==> src/rtl/ata_pio_engine.sv <==
module ata_pio_engine #(
  parameter int DW = 16,
  parameter int AW = 7
) (
  input  logic          clk,
  input  logic          rst_n,
  input  logic          reg_we,
  input  logic [AW-1:0] reg_addr,
  input  logic [DW-1:0] reg_wdata,
  output logic [DW-1:0] reg_rdata,
  output logic [1:0]    dev_cs_n,
  output logic [2:0]    dev_addr,
  output logic          dev_rd_n,
  output logic          dev_wr_n,
  output logic [DW-1:0] dev_dout,
  output logic          dev_doe,
  input  logic [DW-1:0] dev_din,
  input  logic          dev_iordy,
  output logic          irq
);
  localparam logic [AW-1:0] A_CTRL = AW'(7'h00);
  localparam logic [AW-1:0] A_STAT = AW'(7'h04);
  localparam logic [AW-1:0] A_DEV  = AW'(7'h08);
  localparam logic [AW-1:0] A_TX   = AW'(7'h0C);
  localparam logic [AW-1:0] A_RX   = AW'(7'h10);
  localparam logic [AW-1:0] A_MASK = AW'(7'h14);
  localparam logic [AW-1:0] A_ISTA = AW'(7'h18);
  localparam logic [AW-1:0] A_LEN  = AW'(7'h1C);
  localparam logic [AW-1:0] A_TTF  = AW'(7'h40);
  localparam logic [AW-1:0] A_TDP  = AW'(7'h44);
  localparam logic [AW-1:0] A_TREC = AW'(7'h48);

  typedef enum logic [2:0] {S_IDLE, S_SETUP, S_ACT, S_HOLD, S_REC} phase_t;

  phase_t        state;
  logic [7:0]    cnt, lim;
  logic          ctl_dir, ctl_dma, ctl_ioen;
  logic [3:0]    devaddr;
  logic [DW-1:0] txbuf, rxbuf, imask, xlen, tf_tim, dp_tim;
  logic [7:0]    dp_rec;
  logic          done_q;
  logic [3:0]    a_addr;
  logic          a_wr, a_ioen;
  logic [DW-1:0] a_tx;
  logic [7:0]    n_setup, n_act, n_hold, n_rec;
  logic          busy, cnt_hit, advance, start_req, is_data, bus_on;

  function automatic logic [7:0] floor1(input logic [7:0] v);
    return (v == 8'd0) ? 8'd1 : v;
  endfunction

  assign busy      = (state != S_IDLE);
  assign start_req = reg_we && (reg_addr == A_CTRL) && reg_wdata[0] && !reg_wdata[2] && !busy;
  assign is_data   = (devaddr == 4'd0);

  always_comb begin
    case (state)
      S_SETUP: lim = n_setup;
      S_ACT:   lim = n_act;
      S_HOLD:  lim = n_hold;
      S_REC:   lim = n_rec;
      default: lim = 8'd1;
    endcase
  end

  assign cnt_hit = (cnt >= lim);
  assign advance = busy && cnt_hit && ((state != S_ACT) || !a_ioen || dev_iordy);

  always_ff @(posedge clk or negedge rst_n) begin
    if (!rst_n) begin
      state   <= S_IDLE;
      cnt     <= 8'd1;
      a_addr  <= 4'd0;
      a_wr    <= 1'b0;
      a_ioen  <= 1'b0;
      a_tx    <= '0;
      n_setup <= 8'd1;
      n_act   <= 8'd1;
      n_hold  <= 8'd1;
      n_rec   <= 8'd1;
    end else if (start_req) begin
      state   <= S_SETUP;
      cnt     <= 8'd1;
      a_addr  <= devaddr;
      a_wr    <= reg_wdata[1];
      a_ioen  <= reg_wdata[3];
      a_tx    <= txbuf;
      n_setup <= floor1({4'd0, dp_tim[3:0]});
      n_hold  <= floor1({4'd0, dp_tim[15:12]});
      n_act   <= is_data ? floor1(dp_tim[11:4]) : floor1(tf_tim[7:0]);
      n_rec   <= is_data ? floor1(dp_rec) : floor1(tf_tim[15:8]);
    end else if (busy) begin
      if (advance) begin
        cnt <= 8'd1;
        case (state)
          S_SETUP: state <= S_ACT;
          S_ACT:   state <= S_HOLD;
          S_HOLD:  state <= S_REC;
          default: state <= S_IDLE;
        endcase
      end else if (!cnt_hit) begin
        cnt <= cnt + 8'd1;
      end
    end
  end

  always_ff @(posedge clk or negedge rst_n) begin
    if (!rst_n) begin
      ctl_dir  <= 1'b0;
      ctl_dma  <= 1'b0;
      ctl_ioen <= 1'b0;
      devaddr  <= 4'd0;
      txbuf    <= '0;
      imask    <= '0;
      xlen     <= '0;
      tf_tim   <= '0;
      dp_tim   <= '0;
      dp_rec   <= 8'd0;
    end else if (reg_we) begin
      case (reg_addr)
        A_CTRL: begin
          ctl_dir  <= reg_wdata[1];
          ctl_dma  <= reg_wdata[2];
          ctl_ioen <= reg_wdata[3];
        end
        A_DEV:  devaddr <= reg_wdata[3:0];
        A_TX:   txbuf   <= reg_wdata;
        A_MASK: imask   <= reg_wdata;
        A_LEN:  xlen    <= reg_wdata;
        A_TTF:  tf_tim  <= reg_wdata;
        A_TDP:  dp_tim  <= reg_wdata;
        A_TREC: dp_rec  <= reg_wdata[7:0];
        default: ;
      endcase
    end
  end

  always_ff @(posedge clk or negedge rst_n) begin
    if (!rst_n)
      rxbuf <= '0;
    else if (advance && (state == S_ACT) && !a_wr)
      rxbuf <= dev_din;
  end

  always_ff @(posedge clk or negedge rst_n) begin
    if (!rst_n)
      done_q <= 1'b0;
    else if (advance && (state == S_REC))
      done_q <= 1'b1;
    else if (reg_we && (reg_addr == A_ISTA) && reg_wdata[0])
      done_q <= 1'b0;
  end

  always_comb begin
    case (reg_addr)
      A_CTRL:  reg_rdata = {{(DW-4){1'b0}}, ctl_ioen, ctl_dma, ctl_dir, 1'b0};
      A_STAT:  reg_rdata = {{(DW-1){1'b0}}, busy};
      A_DEV:   reg_rdata = {{(DW-4){1'b0}}, devaddr};
      A_TX:    reg_rdata = txbuf;
      A_RX:    reg_rdata = rxbuf;
      A_MASK:  reg_rdata = imask;
      A_ISTA:  reg_rdata = {{(DW-1){1'b0}}, done_q};
      A_LEN:   reg_rdata = xlen;
      A_TTF:   reg_rdata = tf_tim;
      A_TDP:   reg_rdata = dp_tim;
      A_TREC:  reg_rdata = {{(DW-8){1'b0}}, dp_rec};
      default: reg_rdata = '0;
    endcase
  end

  assign bus_on   = (state == S_SETUP) || (state == S_ACT) || (state == S_HOLD);
  assign dev_cs_n = bus_on ? (a_addr[3] ? 2'b01 : 2'b10) : 2'b11;
  assign dev_addr = a_addr[2:0];
  assign dev_rd_n = !((state == S_ACT) && !a_wr);
  assign dev_wr_n = !((state == S_ACT) && a_wr);
  assign dev_doe  = bus_on && a_wr;
  assign dev_dout = a_tx;
  assign irq      = done_q && imask[0];
endmodule


==> config.mk <==
export PLATFORM = sky130hd
export DESIGN_NAME = ata_pio_engine
export DESIGN_NICKNAME = d
export VERILOG_FILES = /design/src/rtl/ata_pio_engine.sv
export SDC_FILE = /design/constraint.sdc
export NUM_CORES = 1
export LEC_CHECK = 0
export BUFFER_PORTS_ARGS = -buffer_cell sky130_fd_sc_hd__buf_2
export CORE_MARGIN = 2
export CORE_UTILIZATION = 50
export CTS_CLUSTER_DIAMETER = 60
export DETAILED_ROUTE_END_ITERATION = 6
export PLACE_DENSITY = 0.67
export SKIP_CTS_REPAIR_TIMING = 1
export SLEW_MARGIN = 10
export SYNTH_ARGS = -nofsm -noshare
export SYNTH_HDL_FRONTEND = slang
export SYNTH_SLANG_ARGS = --single-unit
==> constraint.sdc <==
create_clock -name clk -period 3.4 [get_ports clk]
set_clock_uncertainty 0.1 [all_clocks]
set_input_delay 0.68 -clock clk [delete_from_list [all_inputs] [get_ports clk]]
set_output_delay 0.68 -clock clk [all_outputs]
set_load 0.005 [all_outputs]
==> results of run 1 <==
-- critical path, cell delays in order (launching register included) --
cell and delay (ns):
dfrtp_1 0.44, buf_4 0.19, mux2_2 0.33, a22oi_1 0.19, nor2_1 0.06, a31oi_1 0.15, ha_1 0.15, o21ai_0 0.14
a221o_2 0.43, a211o_1 0.32, buf_4 0.24, mux2_4 0.34
-- synthesized netlist by cell type, drive strengths merged, types with 6 or more instances --
cell	n	share of area, %
nor4	9	0.76
dfrtp	164	50
a21oi	13	0.79
clkbuf	9	0.41
mux2	149	21
mux2i	23	2.8
a22oi	35	3.2
o221ai	6	0.64
nand2	42	1.9
buf	29	2.4
nand3	18	1.3
and2	9	0.68
ha	9	1.4
inv	7	0.32
nor2b	7	0.53
nor3	10	0.61
nor2	24	1.2
o21ai	30	1.8
a221o	9	1.1
or2	7	0.53
-- through the flow --
stage	instance area [µm²]	worst slack, ns	cells
finish	9535	0.1819	991
floorplan	8250	0.3541	670
detailed placement	8937	0.2092	959
global placement	8937	0.2460	959
global route	9535	0.03242	991
CTS	9530	0.1753	991
-- per-layer routing --
layer  track usage, %  up-vias  part of all wire, %
met5                0        -                    0
met4            6.213        0                  1.3
met3            5.900       20                  5.4
met2            41.13      196                   48
li1                 -     2684                    -
met1            35.08     3040                   45
-- area by class of cell --
| cell class | instances | area share, % |
|---|---|---|
| inverter | 7 | 0.2756 |
| multi-input combinational | 456 | 39.50 |
| sequential | 169 | 44.42 |
| clock inverter | 14 | 1.719 |
| tap | 216 | 2.834 |
| clock buffer | 18 | 4.501 |
| timing repair buffer | 111 | 6.758 |
-- path summary, 6_finish.rpt --
path | end | start | cells after the start | slack (ns)
worst max-delay path | rxbuf[10] | state[1] | 11 | 0.18
worst min-delay path | dev_dout[1] | rst_n | 1 | 0.15
worst max register to register | rxbuf[10] | state[1] | 11 | 0.18
worst min register to register | n_act[0] | n_act[0] | 2 | 0.38
max in group asynchronous | n_rec[0] | rst_n | 2 | 2.22
min in group clk | rxbuf[7] | dev_din[7] | 2 | 0.38
-- flip-flops by register name, summed over array words and instances (netlist names), 3 cells and up --
name / flops
dev_dout: 16
dp_tim: 16
imask: 16
rxbuf: 16
tf_tim: 16
txbuf: 16
xlen: 16
cnt: 8
dp_rec: 8
n_act: 8
n_rec: 8
a_addr: 4
devaddr: 4
n_hold: 4
n_setup: 4
state: 3
-- cells by family (layout without fill, tap and decap cells) --
logic type | after synthesis | count (layout) | share of synthesized area [%]
multiplexers | 172 | 172 | 23.58
flip-flops | 169 | 169 | 51.33
AND/OR/NAND/NOR | 148 | 148 | 9.721
AO/OA/AOI/OAI | 127 | 127 | 10.84
buffers and inverters | 45 | 150 | 3.154
adder cells (fa/ha/maj) | 9 | 9 | 1.365
-- report_power, final --
group / internal, W / switching, W / leakage, nW
sequential: 0.00223 / 0.000209 / 2.26
combinational: 0.000520 / 0.000540 / 2.07
clock: 0.00110 / 0.000859 / 0.283
total: 0.00386 / 0.00161 / 4.61
-- layout by cell type (no fill, tap or decap), types with 3 or more instances in the layout --
cell type | netlist | layout
a21oi_1 | 13 | 13
nand3_1 | 16 | 16
a22oi_1 | 35 | 35
mux2i_1 | 23 | 23
nand3b_1 | 3 | 3
mux2_4 | 10 | 10
a31oi_1 | 5 | 5
nor2b_1 | 7 | 6
and2_1 | 9 | 9
nor2_1 | 22 | 21
clkinvlp_4 | 0 | 3
nand2_1 | 41 | 41
a221o_1 | 8 | 8
o211ai_1 | 3 | 3
o2bb2ai_1 | 4 | 4
mux2_2 | 139 | 139
o21ai_0 | 30 | 30
nor3_1 | 10 | 10
dfstp_2 | 5 | 5
ha_1 | 9 | 9
buf_2 | 18 | 82
clkbuf_16 | 0 | 17
o221ai_1 | 6 | 6
nor2_2 | 2 | 3
nor4_1 | 8 | 7
buf_4 | 4 | 27
or2_2 | 6 | 6
o22ai_1 | 4 | 4
dfrtp_1 | 164 | 164
inv_6 | 0 | 5
and3_1 | 3 | 3
nand4_1 | 4 | 4
a22o_1 | 4 | 4
inv_1 | 7 | 7
==> results.md, run 1 <==
- Least-Margin Pin Slew: 0.8210 ns
- # rows: 46
- First-pass GRT wire length: 34.54 mm
- Worst VDD drop: 0.0004787 V
- Via count: 5940
- Full die area: 17540 µm²
- Final antenna-violating net count: 0
- Pleak: between 4 and 5 nW
- Remaining DRCs: 0
- Setup CP Type: reg2reg
- Status: finished, final reports clean
- All-Layer GR Usage: 25.46%
- Vias in the first global route: 6096
- CP arrival: 3.43 ns
- Critical path required time: between 3 and 4 ns
- Area growth syn-to-layout: 15.57%
- Fmax: ~310 MHz
- Main synth FF type: dfrtp_1
- Initial Util: just over 50%
- CTS Buf Count: 17
- Final core occ: 59.59%
- Via density: 5.994
- Max-slew violation count: 0
- Drt first pass iters: 5
- Mean area per synthesized cell: 12.31 µm²
- Post-DR wirelength/cell: 21.78 µm
- RSZ-0062 raised after global routing: no
- P per Cell Area: roughly 570 nW/µm²
- Area of the multi-input gates: 3766 µm²
- Clk slew on worst S/H paths: 0.07 ns
- Final hold violations: 0
- Worst Hold Class: in2async
- Max cap viols: 0
- Layout cells sized above 1: 40.77%
- Clk_lat worst skew: between 0.4 and 0.5 ns
- Post-synthesis cell count: 670
- Core area: 16000 µm²
- Vert. Die Dim: between 100 and 150 µm
- CTS tree: done
- Post-synth EDFFs: 0
- CTS max path bufs: 2
- Worst-path fanout max: 16
- Design Power: about 0.0055 W
- Fillers: 1358
- Gpl congestion: 0.9416
- I/O Pins: between 80 and 90
- Cell Area, Synth: 8250 µm²
- Storage element area: 4235 µm²
- H-Tree Depth: 4
- Sequential area share after synthesis: between 50% and 60%
- Initial antenna violation count: 0
- Final setup viols: 0
- Root buffer cell: clkbuf_16
- Worst Setup End Kind: flip-flop
- Iter 0 DRT Violations: 546
- Post-Synthesis Net Count: 722
- Asr flop ratio synth: 100.0%
- Hold slack: 0.1464 ns
- Unique masters post-synth: 60
- Largest net degree at the start of global routing: 64
- Setup_tns: 0 ns
- Post-Route WL: 21.58 mm
- Synth Register Bits: 169
- Detailed placer's ending HPWL: ~16 mm
- Slew headroom: between 40% and 50%
- NumNets Final: 814
- Clock sinks: 169
- Final min period: 3.218 ns
- Diodes inserted: 0
- Port Buffers: 83
- Yosys warnings: 0
- Final period utilization: 94.65%
- Global route overflow: 0
- Die Wd: 132.5 µm
- Startpoint class of the critical path: flip-flop
(Power assumes the default switching activity.)
==> run 2, diff against run 1 <==
ABC_AREA = 1   (was unset)
SLEW_MARGIN = 25   (was 10)
==> results.md, run 2 <==
- Status: finished, final reports clean (unchanged)
- All-Layer GR Usage: 25.43% (was 25.46%)
- Final hold violations: 0 (unchanged)
- Area fraction of the dominant cell type after synthesis: 50.38% (was 49.74%)
- Sequential area share after synthesis: 52.00% (was 51.33%)
- Port Buffers: 83 (unchanged)
- Detailed placer's ending HPWL: 14.98 mm (was 15.59 mm)
- Slowest cell on crit path: nor2_1 (was dfrtp_1)
- Synth Register Bits: 169 (unchanged)
- Vias in the first global route: 6729 (was 6096)
- Top-count cell post-synth: nand2_1 (was dfrtp_1)
- Die Wd: 131.6 µm (was 132.5 µm)
- Yosys warnings: 0 (unchanged)
- Commonest non-fill, non-tap cell in the layout: nand2_1 (was dfrtp_1)
- CTS Buf Count: 17 (unchanged)
- Setup CP Type: in2out (was reg2reg)
- Asr flop ratio synth: 100.0% (unchanged)
- Fillers: 1486 (was 1358)
- Vert. Die Dim: 131.6 µm (was 132.5 µm)
- Fin cells: 1319 (was 991)
- Area of the multi-input gates: 3218 µm² (was 3766 µm²)
- Root buffer cell: clkbuf_16 (unchanged)
- Mean area per synthesized cell: 8.017 µm² (was 12.31 µm²)
- Worst VDD drop: 0.0004695 V (was 0.0004787 V)
- Initial Util: 51.28% (was 51.56%)
- Largest cells by area after synthesis: dfrtp_1 (50%), nand2_1 (14%), o21ai_0 (8.7%), inv_1 (5.4%), nor2_1 (2.1%) (was dfrtp_1 (50%), mux2_2 (19%), a22oi_1 (3.2%), mux2i_1 (2.8%), nand2_1 (1.9%))
- Diodes inserted: 0 (unchanged)
- Max-slew violation count: 0 (unchanged)
- Setup_tns: 0 ns (unchanged)
- Leading cell types in the layout, fill and taps excluded: nand2_1 (312), dfrtp_1 (164), o21ai_0 (142) (was dfrtp_1 (164), mux2_2 (139), buf_2 (82))
- Final min period: 2.890 ns (was 3.218 ns)
- CTS tree: done (unchanged)
- Critical path required time: 2.62 ns (was 3.61 ns)
- Clk_lat worst skew: 0.43 ns (about the same)
- Area growth syn-to-layout: 14.52% (was 15.57%)
- Max cap viols: 0 (unchanged)
- CP arrival: 2.11 ns (was 3.43 ns)
- P per Cell Area: 494.8 nW/µm² (was 573.0 nW/µm²)
- Dpl cells: 1287 (was 959)
- Final period utilization: 85.00% (was 94.65%)
- Post-DR wirelength/cell: 16.04 µm (was 21.78 µm)
- Core area: 15890 µm² (was 16000 µm²)
- Startpoint class of the critical path: primary input (was flip-flop)
- Gpl congestion: 0.8552 (was 0.9416)
- Slew headroom: 35.25% (was 44.85%)
- Initial antenna violation count: 0 (unchanged)
- Fmax: 346.0 MHz (was 310.7 MHz)
- Leading cell types by count after synthesis: nand2_1 (312), dfrtp_1 (164), o21ai_0 (142) (was dfrtp_1 (164), mux2_2 (139), nand2_1 (41))
- Storage element area: 4235 µm² (unchanged)
- Via count: 6943 (was 5940)
- Global route overflow: 0 (unchanged)
- I/O Pins: 84 (unchanged)
- NumNets Final: 1142 (was 814)
- Post-synthesis cell count: 1016 (was 670)
- Drt first pass iters: 5 (unchanged)
- RSZ-0062 raised after global routing: no (unchanged)
- Layout cells sized above 1: 15.14% (was 40.77%)
- Clock sinks: 169 (unchanged)
- Main synth FF type: dfrtp_1 (unchanged)
- Remaining DRCs: 0 (unchanged)
- Post-Place Worst Slack: 0.5084 ns (was 0.2092 ns)
- Iter 0 DRT Violations: 650 (was 546)
- Full die area: 17330 µm² (was 17540 µm²)
- Post-synth EDFFs: 0 (unchanged)
- Via density: 5.264 (was 5.994)
- CTS max path bufs: 2 (unchanged)
- Post-Route WL: 21.16 mm (was 21.58 mm)
- Clk slew on worst S/H paths: 0.07 ns (about the same)
- Final antenna-violating net count: 0 (unchanged)
- Final setup margin: 0.5101 ns (was 0.1819 ns)
- Sequence of cells on the critical path: buf_2, nor2_4, nand3_2, nor2_1, inv_1, o21ai_0, nor2_1, nand2_1, buf_2 (was buf_4, mux2_2, a22oi_1, nor2_1, a31oi_1, ha_1, o21ai_0, a221o_2, a211o_1, buf_4, mux2_4)
- Post-Synthesis Net Count: 1068 (was 722)
- Largest net degree at the start of global routing: 62 (was 64)
- Pleak: 4.987 nW (was 4.614 nW)
- Slowest Stage Delay on Critical Path: 0.34 ns (was 0.44 ns)
- Area leader, netlist: dfrtp_1 (unchanged)
- Worst-path fanout max: 7 (was 16)
- Cell Area, Synth: 8145 µm² (was 8250 µm²)
- Hold slack: 0.1032 ns (was 0.1464 ns)
- Least-Margin Pin Slew: 0.9690 ns (was 0.8210 ns)
- Final setup viols: 0 (unchanged)
- Unique masters post-synth: 40 (was 60)
- H-Tree Depth: 4 (unchanged)
- Worst Setup End Kind: output port (was flip-flop)
- First-pass GRT wire length: 35.02 mm (was 34.54 mm)
- # rows: 46 (unchanged)
- Worst Hold Class: in2async (unchanged)
==> run 2: cell types whose count changed after synthesis, moves of 13 or more <==
cell,previous run,this run
nand2_1,41,312
mux2_2,139,0
o21ai_0,30,142
inv_1,7,118
a22oi_1,35,0
o21ai_1,0,33
nor2_1,22,46
mux2i_1,23,0
or2_0,0,16
nand4_1,4,18
clkbuf_1,9,22
nand3_1,16,29
==> run 2: stage by stage <==
stage          utilization, %  total power, W  area [µm²]
2_1_floorplan               -        0.002501        8145
3_3_place_gp            54.98        0.002679        8733
3_5_place_dp            54.98        0.002693        8733
4_1_cts                 58.72        0.004648        9328
5_1_grt                 58.72        0.004809        9328
6_report                58.72        0.004615        9328
==> run 2: final timing paths <==
kind,from,to,slack (ns),depth (start not counted)
max in group asynchronous,rst_n,n_rec[0],2.26,2
worst max register to register,state[0],cnt[4],0.53,14
min in group clk,n_rec[0],n_rec[0],0.37,2
worst min register to register,n_rec[0],n_rec[0],0.37,2
worst min-delay path,rst_n,dev_dout[0],0.10,1
worst max-delay path,reg_addr[1],reg_rdata[4],0.51,9
==> run 2: critical path, delay by kind of cell <==
kind / cells / cell delay, ns
buffers and inverters: 3 / 0.46
AOI/OAI and AO/OA: 1 / 0.21
and+or+nand+nor: 5 / 0.75
==> run 2: power by group <==
group | total [W] | internal (W) | switching (W)
Sequential | 0.00225 | 0.00214 | 0.000107
Combinational | 0.000406 | 0.000143 | 0.000263
Clock | 0.00196 | 0.00110 | 0.000857
Total | 0.00462 | 0.00339 | 0.00123
==> run 2: logic make-up after synthesis <==
group                    synth area share, %
AND/OR/NAND/NOR                        24.02
buffers and inverters                  8.494
AO/OA/AOI/OAI                          13.89
adder cells (fa/ha/maj)                1.383
XOR/XNOR                              0.2151
flip-flops                             52.00
==> run 2: cell type report <==
cell class / count / share of cell area [%]
clock buffer: 18 / 4.601
clock inverter: 14 / 1.771
inverter: 125 / 5.044
multi-input combinational: 680 / 34.50
sequential: 169 / 45.41
tap: 216 / 2.897
timing repair buffer: 97 / 5.781
==> run 2: routing by layer <==
metal	vias up	part of all wire, %	global-route usage [%]
li1	3397	-	-
met1	3333	46	34.55
met2	184	48	41.13
met3	29	4.6	5.478
met4	0	1.8	7.669
met5	-	0	0
